<file path="src/rtl/lb_pkg.sv">
package lb_pkg;
  // Strobes from control to datapath; at most one of fill/leak per cycle.
  typedef struct packed {
    logic fill;
    logic leak;
    logic hold;
  } lbStrobes_t;
endpackage

</file>
<file path="src/rtl/lb_cfg_select.sv">
module lb_cfg_select #(
  parameter int LVL_W = 8,
  parameter int DEC_W = 2,
  parameter int NUM_SETS = 4,
  localparam int SEL_W = $clog2(NUM_SETS)
) (
  input  logic [SEL_W-1:0]          cfgSel,
  input  logic [NUM_SETS*LVL_W-1:0] cfgUpper,
  input  logic [NUM_SETS*LVL_W-1:0] cfgLower,
  input  logic [NUM_SETS*LVL_W-1:0] cfgSize,
  input  logic [NUM_SETS*DEC_W-1:0] cfgDecay,
  output logic [LVL_W-1:0]          upper,
  output logic [LVL_W-1:0]          lower,
  output logic [LVL_W-1:0]          size,
  output logic [DEC_W-1:0]          decay,
  output logic                      cfgError
);
  logic [LVL_W-1:0] upperArr [NUM_SETS];
  logic [LVL_W-1:0] lowerArr [NUM_SETS];
  logic [LVL_W-1:0] sizeArr  [NUM_SETS];
  logic [DEC_W-1:0] decayArr [NUM_SETS];

  for (genvar i = 0; i < NUM_SETS; i++) begin : g_unpack
    assign upperArr[i] = cfgUpper[i*LVL_W +: LVL_W];
    assign lowerArr[i] = cfgLower[i*LVL_W +: LVL_W];
    assign sizeArr[i]  = cfgSize[i*LVL_W +: LVL_W];
    assign decayArr[i] = cfgDecay[i*DEC_W +: DEC_W];
  end

  always_comb begin
    upper = upperArr[cfgSel];
    lower = lowerArr[cfgSel];
    size  = sizeArr[cfgSel];
    decay = decayArr[cfgSel];
    // Legal set needs size > upper > lower.
    cfgError = !((size > upper) && (upper > lower));
  end
endmodule

</file>
<file path="src/rtl/lb_control.sv">
module lb_control
  import lb_pkg::*;
#(
  parameter int DEC_W = 2,
  localparam int DIV_W = (1 << DEC_W) - 1
) (
  input  logic             clk,
  input  logic             rst,
  input  logic             tick,
  input  logic             irregular,
  input  logic [DEC_W-1:0] decay,
  input  logic             cfgError,
  output lbStrobes_t       strobes
);
  logic             fillSeen;
  logic             intervalFill;
  logic [DIV_W-1:0] emptyCnt;
  logic [DIV_W-1:0] decayLimit;
  logic             leakNow;

  assign intervalFill = fillSeen | irregular;
  assign decayLimit   = DIV_W'((32'd1 << decay) - 32'd1);
  assign leakNow      = tick && !intervalFill && !cfgError && (emptyCnt >= decayLimit);

  always_ff @(posedge clk) begin
    if (rst) begin
      fillSeen <= 1'b0;
      emptyCnt <= '0;
    end else begin
      if (tick) fillSeen <= 1'b0;
      else if (irregular) fillSeen <= 1'b1;
      if (tick) begin
        if (cfgError || intervalFill || leakNow) emptyCnt <= '0;
        else emptyCnt <= emptyCnt + 1'b1;
      end
    end
  end

  always_comb begin
    strobes.fill = tick && intervalFill && !cfgError;
    strobes.leak = leakNow;
    strobes.hold = cfgError;
  end

  // an irregularity on the tick cycle always blocks the leak
  a_r8_fill_blocks_leak: assert property (@(posedge clk) disable iff (rst)
    (tick && irregular) |-> !strobes.leak);
  // fill and leak are exclusive
  a_r3_one_action: assert property (@(posedge clk) disable iff (rst)
    $onehot0({strobes.fill, strobes.leak}));
  // error blocks both actions
  a_r9_no_action_on_error: assert property (@(posedge clk) disable iff (rst)
    cfgError |-> !(strobes.fill || strobes.leak));
endmodule

</file>
<file path="src/rtl/lb_datapath.sv">
module lb_datapath
  import lb_pkg::*;
#(
  parameter int LVL_W = 8
) (
  input  logic             clk,
  input  logic             rst,
  input  lbStrobes_t       strobes,
  input  logic [LVL_W-1:0] upper,
  input  logic [LVL_W-1:0] lower,
  input  logic [LVL_W-1:0] size,
  output logic [LVL_W-1:0] levelQ,
  output logic             alarmQ
);
  logic [LVL_W-1:0] nextLevel;
  logic             nextAlarm;

  always_comb begin
    nextLevel = levelQ;
    if (strobes.hold) nextLevel = levelQ;
    else if (strobes.fill) nextLevel = (levelQ >= size) ? size : levelQ + 1'b1;
    else if (strobes.leak) nextLevel = (levelQ == '0) ? '0 : levelQ - 1'b1;

    nextAlarm = alarmQ;
    if (!strobes.hold) begin
      if (nextLevel >= upper) nextAlarm = 1'b1;
      else if (nextLevel <= lower) nextAlarm = 1'b0;
    end
  end

  always_ff @(posedge clk) begin
    if (rst) begin
      levelQ <= '0;
      alarmQ <= 1'b0;
    end else begin
      levelQ <= nextLevel;
      alarmQ <= nextAlarm;
    end
  end

  // the level never climbs more than one step per cycle
  a_r2_single_step: assert property (@(posedge clk) disable iff (rst)
    1'b1 |=> ({1'b0, levelQ} <= {1'b0, $past(levelQ)} + 1'b1));
  // a leak on an empty bucket leaves it empty
  a_r4_no_underflow: assert property (@(posedge clk) disable iff (rst)
    (strobes.leak && levelQ == '0) |=> levelQ == '0);
  // a fill ends at or below the size
  a_r6_no_overflow: assert property (@(posedge clk) disable iff (rst)
    (strobes.fill && !strobes.hold) |=> levelQ <= $past(size));
  // frozen state under a bad configuration
  a_r9_hold: assert property (@(posedge clk) disable iff (rst)
    strobes.hold |=> ($stable(levelQ) && $stable(alarmQ)));
  // alarm rises only at or above the upper threshold
  a_r5_declare: assert property (@(posedge clk) disable iff (rst)
    $rose(alarmQ) |-> levelQ >= $past(upper));
  // alarm drops only at or below the lower threshold
  a_r7_clear: assert property (@(posedge clk) disable iff (rst)
    ($fell(alarmQ) && !$past(rst)) |-> levelQ <= $past(lower));
endmodule

</file>
<file path="src/rtl/leaky_bucket_alarm.sv">
module leaky_bucket_alarm
  import lb_pkg::*;
#(
  parameter int LVL_W = 8,
  parameter int DEC_W = 2,
  parameter int NUM_SETS = 4,
  localparam int SEL_W = $clog2(NUM_SETS)
) (
  input  logic                      clk,
  input  logic                      rst,
  input  logic                      tick,
  input  logic                      irregular,
  input  logic [SEL_W-1:0]          cfgSel,
  input  logic [NUM_SETS*LVL_W-1:0] cfgUpper,
  input  logic [NUM_SETS*LVL_W-1:0] cfgLower,
  input  logic [NUM_SETS*LVL_W-1:0] cfgSize,
  input  logic [NUM_SETS*DEC_W-1:0] cfgDecay,
  output logic [LVL_W-1:0]          level,
  output logic                      activityAlarm,
  output logic                      clockValid,
  output logic                      configError
);
  logic [LVL_W-1:0] upper, lower, size;
  logic [DEC_W-1:0] decay;
  lbStrobes_t       strobes;

  lb_cfg_select #(.LVL_W(LVL_W), .DEC_W(DEC_W), .NUM_SETS(NUM_SETS)) cfg_i (
    .cfgSel(cfgSel), .cfgUpper(cfgUpper), .cfgLower(cfgLower),
    .cfgSize(cfgSize), .cfgDecay(cfgDecay),
    .upper(upper), .lower(lower), .size(size), .decay(decay),
    .cfgError(configError)
  );

  lb_control #(.DEC_W(DEC_W)) ctrl_i (
    .clk(clk), .rst(rst), .tick(tick), .irregular(irregular),
    .decay(decay), .cfgError(configError), .strobes(strobes)
  );

  lb_datapath #(.LVL_W(LVL_W)) dp_i (
    .clk(clk), .rst(rst), .strobes(strobes),
    .upper(upper), .lower(lower), .size(size),
    .levelQ(level), .alarmQ(activityAlarm)
  );

  assign clockValid = !activityAlarm;
endmodule

</file>
<file path="config.mk">
export PLATFORM = sky130hd
export DESIGN_NAME = leaky_bucket_alarm
export DESIGN_NICKNAME = d
export VERILOG_FILES = /design/src/rtl/lb_pkg.sv /design/src/rtl/lb_cfg_select.sv /design/src/rtl/lb_control.sv /design/src/rtl/lb_datapath.sv /design/src/rtl/leaky_bucket_alarm.sv
export SDC_FILE = /design/constraint.sdc
export NUM_CORES = 1
export LEC_CHECK = 0
export BUFFER_PORTS_ARGS = -buffer_cell sky130_fd_sc_hd__buf_2
export CORE_MARGIN = 2
export CORE_UTILIZATION = 49
export DETAILED_ROUTE_END_ITERATION = 16
export PLACE_DENSITY = 0.9
export SYNTH_ARGS = -nofsm -noshare
export SYNTH_HDL_FRONTEND = slang
export SYNTH_SLANG_ARGS = --single-unit
</file>
<file path="constraint.sdc">
create_clock -name clk -period 7.1 [get_ports clk]
set_clock_uncertainty 0.2 [all_clocks]
set_input_delay 1.42 -clock clk [delete_from_list [all_inputs] [get_ports clk]]
set_output_delay 1.42 -clock clk [all_outputs]
set_load 0.01 [all_outputs]
</file>
# ---- Word level (Yosys, flattened, before mapping)
# Index checks and enable logic that the tools add are counted.
dict set report word_totals {
  in_bits 110
  output_inout_bits 11
  regBits 13
}
dict set report classes {
  n_reduce_logical 15
  shift 1
  order_cmp 7
  add_sub_neg 4
  n_mux 20
  bitwise 2
}
# op count
set ops {}
lappend ops {{two-way mux 8 bit} 11}
lappend ops {{binary-select mux 8 bit (select 2 bit)} 3}
lappend ops {{greater-or-equal comparator 8 bit} 2}
lappend ops {{> comparator 8 bit} 2}
lappend ops {{adder 8 x 1 -> 8 bit (second input constant)} 1}
lappend ops {{<= comparator 8 bit} 1}
lappend ops {{zero test 8 bit} 1}
lappend ops {{subtractor 8 x 1 -> 8 bit (second input constant)} 1}
lappend ops {{logical AND 1 bit} 6}
lappend ops {{binary-select mux 2 bit (select 2 bit)} 1}
lappend ops {{two-way mux 2 bit} 2}
lappend ops {{adder 3 x 1 -> 3 bit (second input constant)} 1}
lappend ops {{greater-or-equal comparator 3 bit} 1}
lappend ops {{greater-or-equal comparator 3 bit (second input constant)} 1}
lappend ops {{zero test 1 bit} 3}
lappend ops {{two-way mux 3 bit} 1}
lappend ops {{inverter 2 -> 3 bit} 1}
lappend ops {{left shift 1 x 2 -> 3 bit (first input constant)} 1}
lappend ops {{subtractor 3 x 1 -> 3 bit (second input constant)} 1}
lappend ops {{logical OR 1 bit} 2}
lappend ops {{two-way mux 1 bit} 2}
lappend ops {{AND reduction 2 bit} 1}
lappend ops {{nonzero test 2 bit} 1}
lappend ops {{OR reduction 2 bit} 1}
lappend ops {{OR 1 bit} 1}

# ---- Depth between registers and ports, before layout
dict set report depth {
  ltp_word 14
  ltp_mapped 21
  ltp_nobuf 17
}

# ---- Hierarchy
# Synthesis repeated with hierarchy kept, for this count alone.
dict set report hier_totals {
  hier_cells 316
  hier_area_um2 2861.5
}
# module seq_area_each_um2 cells_per_inst instances area_each_um2
set modules_own_cells {}
lappend modules_own_cells {lb_datapath 180.2 191 1 1521.5}
lappend modules_own_cells {lb_cfg_select 0.0 86 1 1046.0}
lappend modules_own_cells {lb_control 80.1 38 1 290.3}
lappend modules_own_cells {leaky_bucket_alarm 0.0 1 1 3.8}

# ---- Least setup slack after synthesis
# OpenSTA, ideal clock, no wires.
dict set report synth_path {
  path_kind {input -> register}
  start {in cfgSel[0]}
  end {reg dp_i.alarmQ}
  setup_ps 122
  setup_slack_ps 1090
  stages 20
  required_time_ps 6778
  arrival_time_ps 5688
  path_cell_list {buf_4 buf_2 buf_2 mux4_2 ha_1 nand3_1 o21bai_1 a221o_1 a211oi_4 inv_2 buf_2 a21oi_2 nor2_1 ha_1 nand2b_1 a21o_1 a21oi_1 o21ai_0 a31o_2 a221o_1}
}
dict set report synth_via {
  elab_chain_len 14
  word_cells_on_any_way 32
  cone_classes {1 x add/sub; 6 x order compare; 1 x shift; 17 x mux; 1 x bitwise; 6 x reduce/logical}
}
# element line_no
set synth_lines {}
lappend synth_lines {{from (decl)} leaky_bucket_alarm.sv:13} ;# input logic [SEL_W-1:0] cfgSel,
lappend synth_lines {{inverter 2 -> 3 bit (not written as such) (*)} -}
lappend synth_lines {{binary-select mux 2 bit (select 2 bit) (tied with other cells)} lb_cfg_select.sv:34} ;# decay = decayArr[cfgSel];
lappend synth_lines {{two-way mux 2 bit (not written as such) (tied with other cells) (2 in series)} lb_cfg_select.sv:34}
lappend synth_lines {{left shift 1 x 2 -> 3 bit or > comparator 8 bit (tied branches)} {lb_control.sv:22, lb_cfg_select.sv:36}}
lappend synth_lines {{subtractor 3 x 1 -> 3 bit or logical AND 1 bit (tied branches)} {lb_control.sv:22, lb_cfg_select.sv:36}}
lappend synth_lines {{greater-or-equal comparator 3 bit or logical AND 1 bit (tied branches)} lb_control.sv:23} ;# assign leakNow = tick && !intervalFill && !cfgError && (emptyCnt >= decayLimit);
lappend synth_lines {{logical AND 1 bit} lb_control.sv:23}
lappend synth_lines {{two-way mux 8 bit} lb_datapath.sv:22} ;# else if (strobes.leak) nextLevel = (levelQ == '0) ? '0 : levelQ - 1'b1;
lappend synth_lines {{two-way mux 8 bit} lb_datapath.sv:21} ;# else if (strobes.fill) nextLevel = (levelQ >= size) ? size : levelQ + 1'b1;
lappend synth_lines {{two-way mux 8 bit} lb_datapath.sv:20} ;# if (strobes.hold) nextLevel = levelQ;
lappend synth_lines {{<= comparator 8 bit or greater-or-equal comparator 8 bit (tied branches)} {lb_datapath.sv:27, lb_datapath.sv:26}}
lappend synth_lines {{nonzero test 2 bit (no source line)} -}
lappend synth_lines {{AND reduction 2 bit (no source line)} -}
lappend synth_lines {{to (signal assigned)} lb_datapath.sv:37} ;# alarmQ <= nextAlarm;
lappend synth_lines {{to (decl)} lb_datapath.sv:13} ;# output logic alarmQ
# Every way passes the cells marked *; elsewhere a longest branch is shown, timed or not. The select of a mux whose other input is x is not followed.
# A chain may end at the register's enable or synchronous reset.

# ---- Worst setup path after layout
dict set report layout_path {
  start {in cfgSel[0]}
  end {reg dp_i.alarmQ}
}
dict set report layout_via {
  elab_chain_len 14
  word_cells_on_any_way 32
  cone_classes {1 x add/sub; 6 x order compare; 1 x shift; 17 x mux; 1 x bitwise; 6 x reduce/logical}
}
# element line_no
set layout_lines {}
lappend layout_lines {{inverter 2 -> 3 bit (not written as such) (*)} -}
lappend layout_lines {{binary-select mux 2 bit (select 2 bit) (tied with other cells)} lb_cfg_select.sv:34}
lappend layout_lines {{two-way mux 2 bit (not written as such) (tied with other cells) (2 in series)} lb_cfg_select.sv:34}
lappend layout_lines {{left shift 1 x 2 -> 3 bit or > comparator 8 bit (tied branches)} {lb_control.sv:22, lb_cfg_select.sv:36}}
lappend layout_lines {{subtractor 3 x 1 -> 3 bit or logical AND 1 bit (tied branches)} {lb_control.sv:22, lb_cfg_select.sv:36}}
lappend layout_lines {{greater-or-equal comparator 3 bit or logical AND 1 bit (tied branches)} lb_control.sv:23}
lappend layout_lines {{logical AND 1 bit} lb_control.sv:23}
lappend layout_lines {{two-way mux 8 bit} lb_datapath.sv:22}
lappend layout_lines {{two-way mux 8 bit} lb_datapath.sv:21}
lappend layout_lines {{two-way mux 8 bit (*)} lb_datapath.sv:20}
lappend layout_lines {{via dp_i.nextLevel[4]} lb_datapath.sv:15} ;# logic [LVL_W-1:0] nextLevel;
lappend layout_lines {{<= comparator 8 bit or greater-or-equal comparator 8 bit (tied branches)} {lb_datapath.sv:27, lb_datapath.sv:26}}
lappend layout_lines {{nonzero test 2 bit (no source line)} -}
lappend layout_lines {{AND reduction 2 bit (no source line)} -}
# Mark *: on every way through the listed nets, which the timed path passes. The rest lies on a longest branch. The select of a mux whose other input is x is not followed.

==> results by stage <==
Outcome:
- The flow ran to the end, and the final reports show no timing, DRC or antenna violations.

Synthesis:
- By area the synthesized netlist is led by sky130_fd_sc_hd__ha_1, sky130_fd_sc_hd__mux4_2, sky130_fd_sc_hd__dfxtp_1.
- The cell count after synthesis is 318.
- During synthesis, Yosys emitted a total of 0 warnings.
- The fraction of the yosys area taken by sequential cells is 0.09369.
- The largest area contributor in the synthesized netlist is sky130_fd_sc_hd__ha_1.
- After synthesis, the netlist uses 51 different library cells.
- The leading register cell type out of synthesis is sky130_fd_sc_hd__dfxtp_1.
- Yosys mapped a number of flops with a built-in enable equal to 0.
- The fraction of post-synthesis cell area in the top cell type by area is 0.2117.
- The fraction of registers with async set/reset is 0.
- After synthesis the cells add up to 0.002778 mm^2.
- The total nets after synthesis is 475.
- The number of synthesized register bits is 13.
- The post-synthesis average cell area is 8.735 um^2.

Global route:
- Across every metal layer, demand over resource in global routing totals 0.2675.
- The number of antenna violations at the first check in global routing is 0.
- Global routing finished with a remaining overflow of 0.
- Entering global routing, the biggest net connects 27 pins.
- The wire length of the first global-routing pass is 13,370 um.
- The via count of the first global-routing pass is 3,025.

Pwr:
- In this run the static leakage power is 1.739 nW.
- The worst-case IR drop observed on VDD is 0.07115 mV.
- The share of total power dissipated in sequential elements is 0.212.
- In this run the power density over the cells is 113.5 mW/mm^2.
- Of the total power, combinational logic draws 0.608.
- The internal portion of the total power is 229.4 uW.
- Of the total power, the clock network draws 0.179.
- Of the total power, the share spent switching nets is 0.4170.
- The switching component of the power is 164.1 uW.
- The design draws 393.5 uW.

CTS:
- TritonCTS created 3 clock buffers.
- After clock tree synthesis, the clock-pin slew on the worst setup and hold paths is 0.05 ns.
- The clock net sink count is 13.
- After clock tree synthesis, the setup repair step added 0 buffers.
- In this run the number of H-tree levels came out at 1.
- The insertion delay of the later-clocked pin in the worst-skew pair is 0.26 ns.
- Gates resized during post-CTS repair numbered 0.
- The clock passes through at most 2 buffers.
- After clock tree synthesis, the flow added hold-fix buffers numbering 0.
- TritonCTS built the clock tree.
- The root buffer cell chosen for the clock tree is sky130_fd_sc_hd__clkbuf_8.

Place:
- The count of buffers added on input and output ports is 120.
- In this run, placement finished with an instance count of 499.
- The post-DP HPWL is 6998 um.
- The final weighted congestion in routability-driven placement is 0.9785.

Route:
- The detail route stage leaves a number of antenna-violating nets equal to 0.
- The count of vias placed by the detailed router is 3,097.
- The number of iterations in the first detailed-routing pass is 6.
- Wire segments on met2 add up to 4216 um in the final route.
- The met3 layer wire length in the routed design is 689 um.
- The number of design-rule violations left by the first detailed-router iteration is 267.
- For this run, design rule violations remaining after detail routing come to 0.
- The via density per instance is 6.157.
- Wires add up to 8264 um.
- The highest layer touched by signal routing is met4.
- After detailed routing, the average wire length per cell comes to 16.43 um.
- For this block, wires on met1 add up to 3092 um.

STA:
- The top achievable clock speed is 166.4 MHz.
- The slew at the pin with the worst max-slew slack is 0.6015 ns.
- Setup violations remaining at the end of the flow were counted as 0.
- Headroom to the max-slew limit came out at 0.5990.
- The worst path needs 6.008 ns of the cycle, external delays included.
- Setup repair after global routing left no endpoint under its margin.
- The total negative slack is 0 ns.
- The max-slew violation count is 0.
- In the finished design, the share of the clock period the worst path needs comes to 0.8462.
- The hold violation total from the final report is 0.

Floorplan:
- The horizontal die dimension is 79.29 um.
- The region available for standard cell placement spans 0.005507 mm^2.
- For this configuration, the core starts out at a cell density of 0.5044.
- The floorplan has 27 rows.
- The vertical die dimension is 79.29 um.
- The boundary pin count is 121.
- The die outline area is 0.006287 mm^2.

Cells and area:
- In the layout the commonest cells are sky130_fd_sc_hd__buf_2, sky130_fd_sc_hd__ha_1, sky130_fd_sc_hd__inv_1.
- Of the cells placed in the final design, the portion with a size suffix greater than 1 is 0.3828.
- The net count of the finished layout is 589.
- Once layout is complete, the cells apart from fillers number 503.
- The area growth from synthesis to layout is 24.77%.
- The most common cell after layout, fill and taps aside is sky130_fd_sc_hd__buf_2.
- 0 antenna diodes ended up in the layout.

Setup path:
- The worst setup path is launched from an input port.
- The critical path required time is 7.04 ns.
- The critical path starts at cfgSel[0].
- The critical path in this run is classified as input port to flop.
- STA classifies the critical path endpoint as a flop.
- In this run the critical register-to-register path is launched from dp_i.levelQ[2].
- For the worst setup path, the data arrival time is 5.95 ns.
- The worst-case register-to-register setup slack is 2.67 ns.
- Of all nets on the critical path, the largest fanout is 13.

Min path:
- The worst min-delay path startpoint is ctrl_i.emptyCnt[0].
- The tightest min-delay check is of the flop to flop type.

Job:
- The number of maximum-capacitance violations is 0.
-- cells by family (layout without fill, tap and decap cells) --
group | count (synthesis) | in the layout | share of synthesized area
multiplexers | 36 | 36 | 0.2482
XOR/XNOR | 6 | 6 | 0.01892
AND/OR/NAND/NOR | 94 | 94 | 0.1748
buffers and inverters | 50 | 163 | 0.07657
adder cells (fa/ha/maj) | 47 | 47 | 0.2117
flip-flops | 13 | 13 | 0.09369
AO/OA/AOI/OAI | 72 | 72 | 0.1761
-- final cells by class --
class                      count  area, um^2
clock buffer                   4       45.04
timing repair buffer         125       638.1
tap                           72       90.09
inverter                      34       127.6
multi-input combinational    255        2305
fill                         457        2041
sequential                    13       260.3
-- critical path, cell delays in order --
cell and delay [ns]:
sky130_fd_sc_hd__buf_2 0.32, sky130_fd_sc_hd__buf_4 0.30, sky130_fd_sc_hd__mux4_2 0.57, sky130_fd_sc_hd__inv_1 0.11, sky130_fd_sc_hd__ha_1 0.23, sky130_fd_sc_hd__nand2_1 0.09, sky130_fd_sc_hd__o21ai_0 0.16, sky130_fd_sc_hd__a21oi_1 0.52
sky130_fd_sc_hd__mux2_2 0.40, sky130_fd_sc_hd__o211ai_1 0.21, sky130_fd_sc_hd__nand3_1 0.17, sky130_fd_sc_hd__ha_1 0.32, sky130_fd_sc_hd__a2111oi_0 0.36, sky130_fd_sc_hd__o21ai_0 0.16, sky130_fd_sc_hd__a31o_2 0.27, sky130_fd_sc_hd__a221o_1 0.33
-- final timing paths --
kind | endpoint | depth (start not counted)
worst max-delay path | dp_i.alarmQ | 16
worst min-delay path | ctrl_i.emptyCnt[0] | 2
worst max register to register | dp_i.alarmQ | 12
worst min register to register | ctrl_i.emptyCnt[0] | 2
-- routing by layer --
layer | track usage | vias to the layer above
met2 | 0.4873 | 196
met4 | 0.1241 | 0
met5 | 0 | -
li1 | - | 1440
met3 | 0.02500 | 38
met1 | 0.3152 | 1423
-- power groups by stage --
stage          Clock [mW]  Sequential [mW]  Combinational [mW]
3_5_place_dp            0           0.0847               0.236
4_1_cts            0.0708           0.0830               0.237
3_3_place_gp            0           0.0848               0.227
5_1_grt            0.0749           0.0840               0.264
2_1_floorplan           0           0.0814               0.166
6_report           0.0706           0.0835               0.239
-- Yosys cell counts (2+ instances only) --
cell and number:
sky130_fd_sc_hd__clkbuf_1 6, sky130_fd_sc_hd__nand3_1 12, sky130_fd_sc_hd__nand2_1 25, sky130_fd_sc_hd__mux4_2 26, sky130_fd_sc_hd__nor2_1 17, sky130_fd_sc_hd__nand2b_1 3, sky130_fd_sc_hd__o21ai_0 11, sky130_fd_sc_hd__a221o_1 3
sky130_fd_sc_hd__a22oi_1 2, sky130_fd_sc_hd__ha_1 47, sky130_fd_sc_hd__nor2b_1 7, sky130_fd_sc_hd__nor3_1 7, sky130_fd_sc_hd__dfxtp_1 13, sky130_fd_sc_hd__xnor2_1 5, sky130_fd_sc_hd__a21oi_1 21, sky130_fd_sc_hd__mux2i_1 7
sky130_fd_sc_hd__or3_1 2, sky130_fd_sc_hd__o21a_1 2, sky130_fd_sc_hd__or2_2 2, sky130_fd_sc_hd__inv_1 33, sky130_fd_sc_hd__a211oi_1 4, sky130_fd_sc_hd__buf_4 3, sky130_fd_sc_hd__nor4_1 4, sky130_fd_sc_hd__o221ai_1 2
sky130_fd_sc_hd__buf_2 5, sky130_fd_sc_hd__a31oi_1 3, sky130_fd_sc_hd__a21o_1 5, sky130_fd_sc_hd__o211ai_1 6, sky130_fd_sc_hd__nand4_1 10, sky130_fd_sc_hd__mux2_2 3, sky130_fd_sc_hd__o2bb2ai_1 2
-- flip-flops by register name, summed over array words and instances (netlist names) --
name	flops
ctrl_i.emptyCnt	3
dp_i.levelQ	8
dp_i.alarmQ	1
ctrl_i.fillSeen	1
-- stage by stage --
stage	utilization	hold slack, ns	instance area, um^2	setup slack [ns]
final	0.6294	0.2900	3466	1.092
after global routing	0.6294	0.3128	3466	0.8065
after CTS	0.6294	0.2893	3466	1.148
after detailed placement	0.6212	0.2815	3421	0.8735
after global placement	0.6212	0.2678	3421	0.9611
after floorplan	-	0.2536	2778	1.090
(Power assumes the default switching activity.)
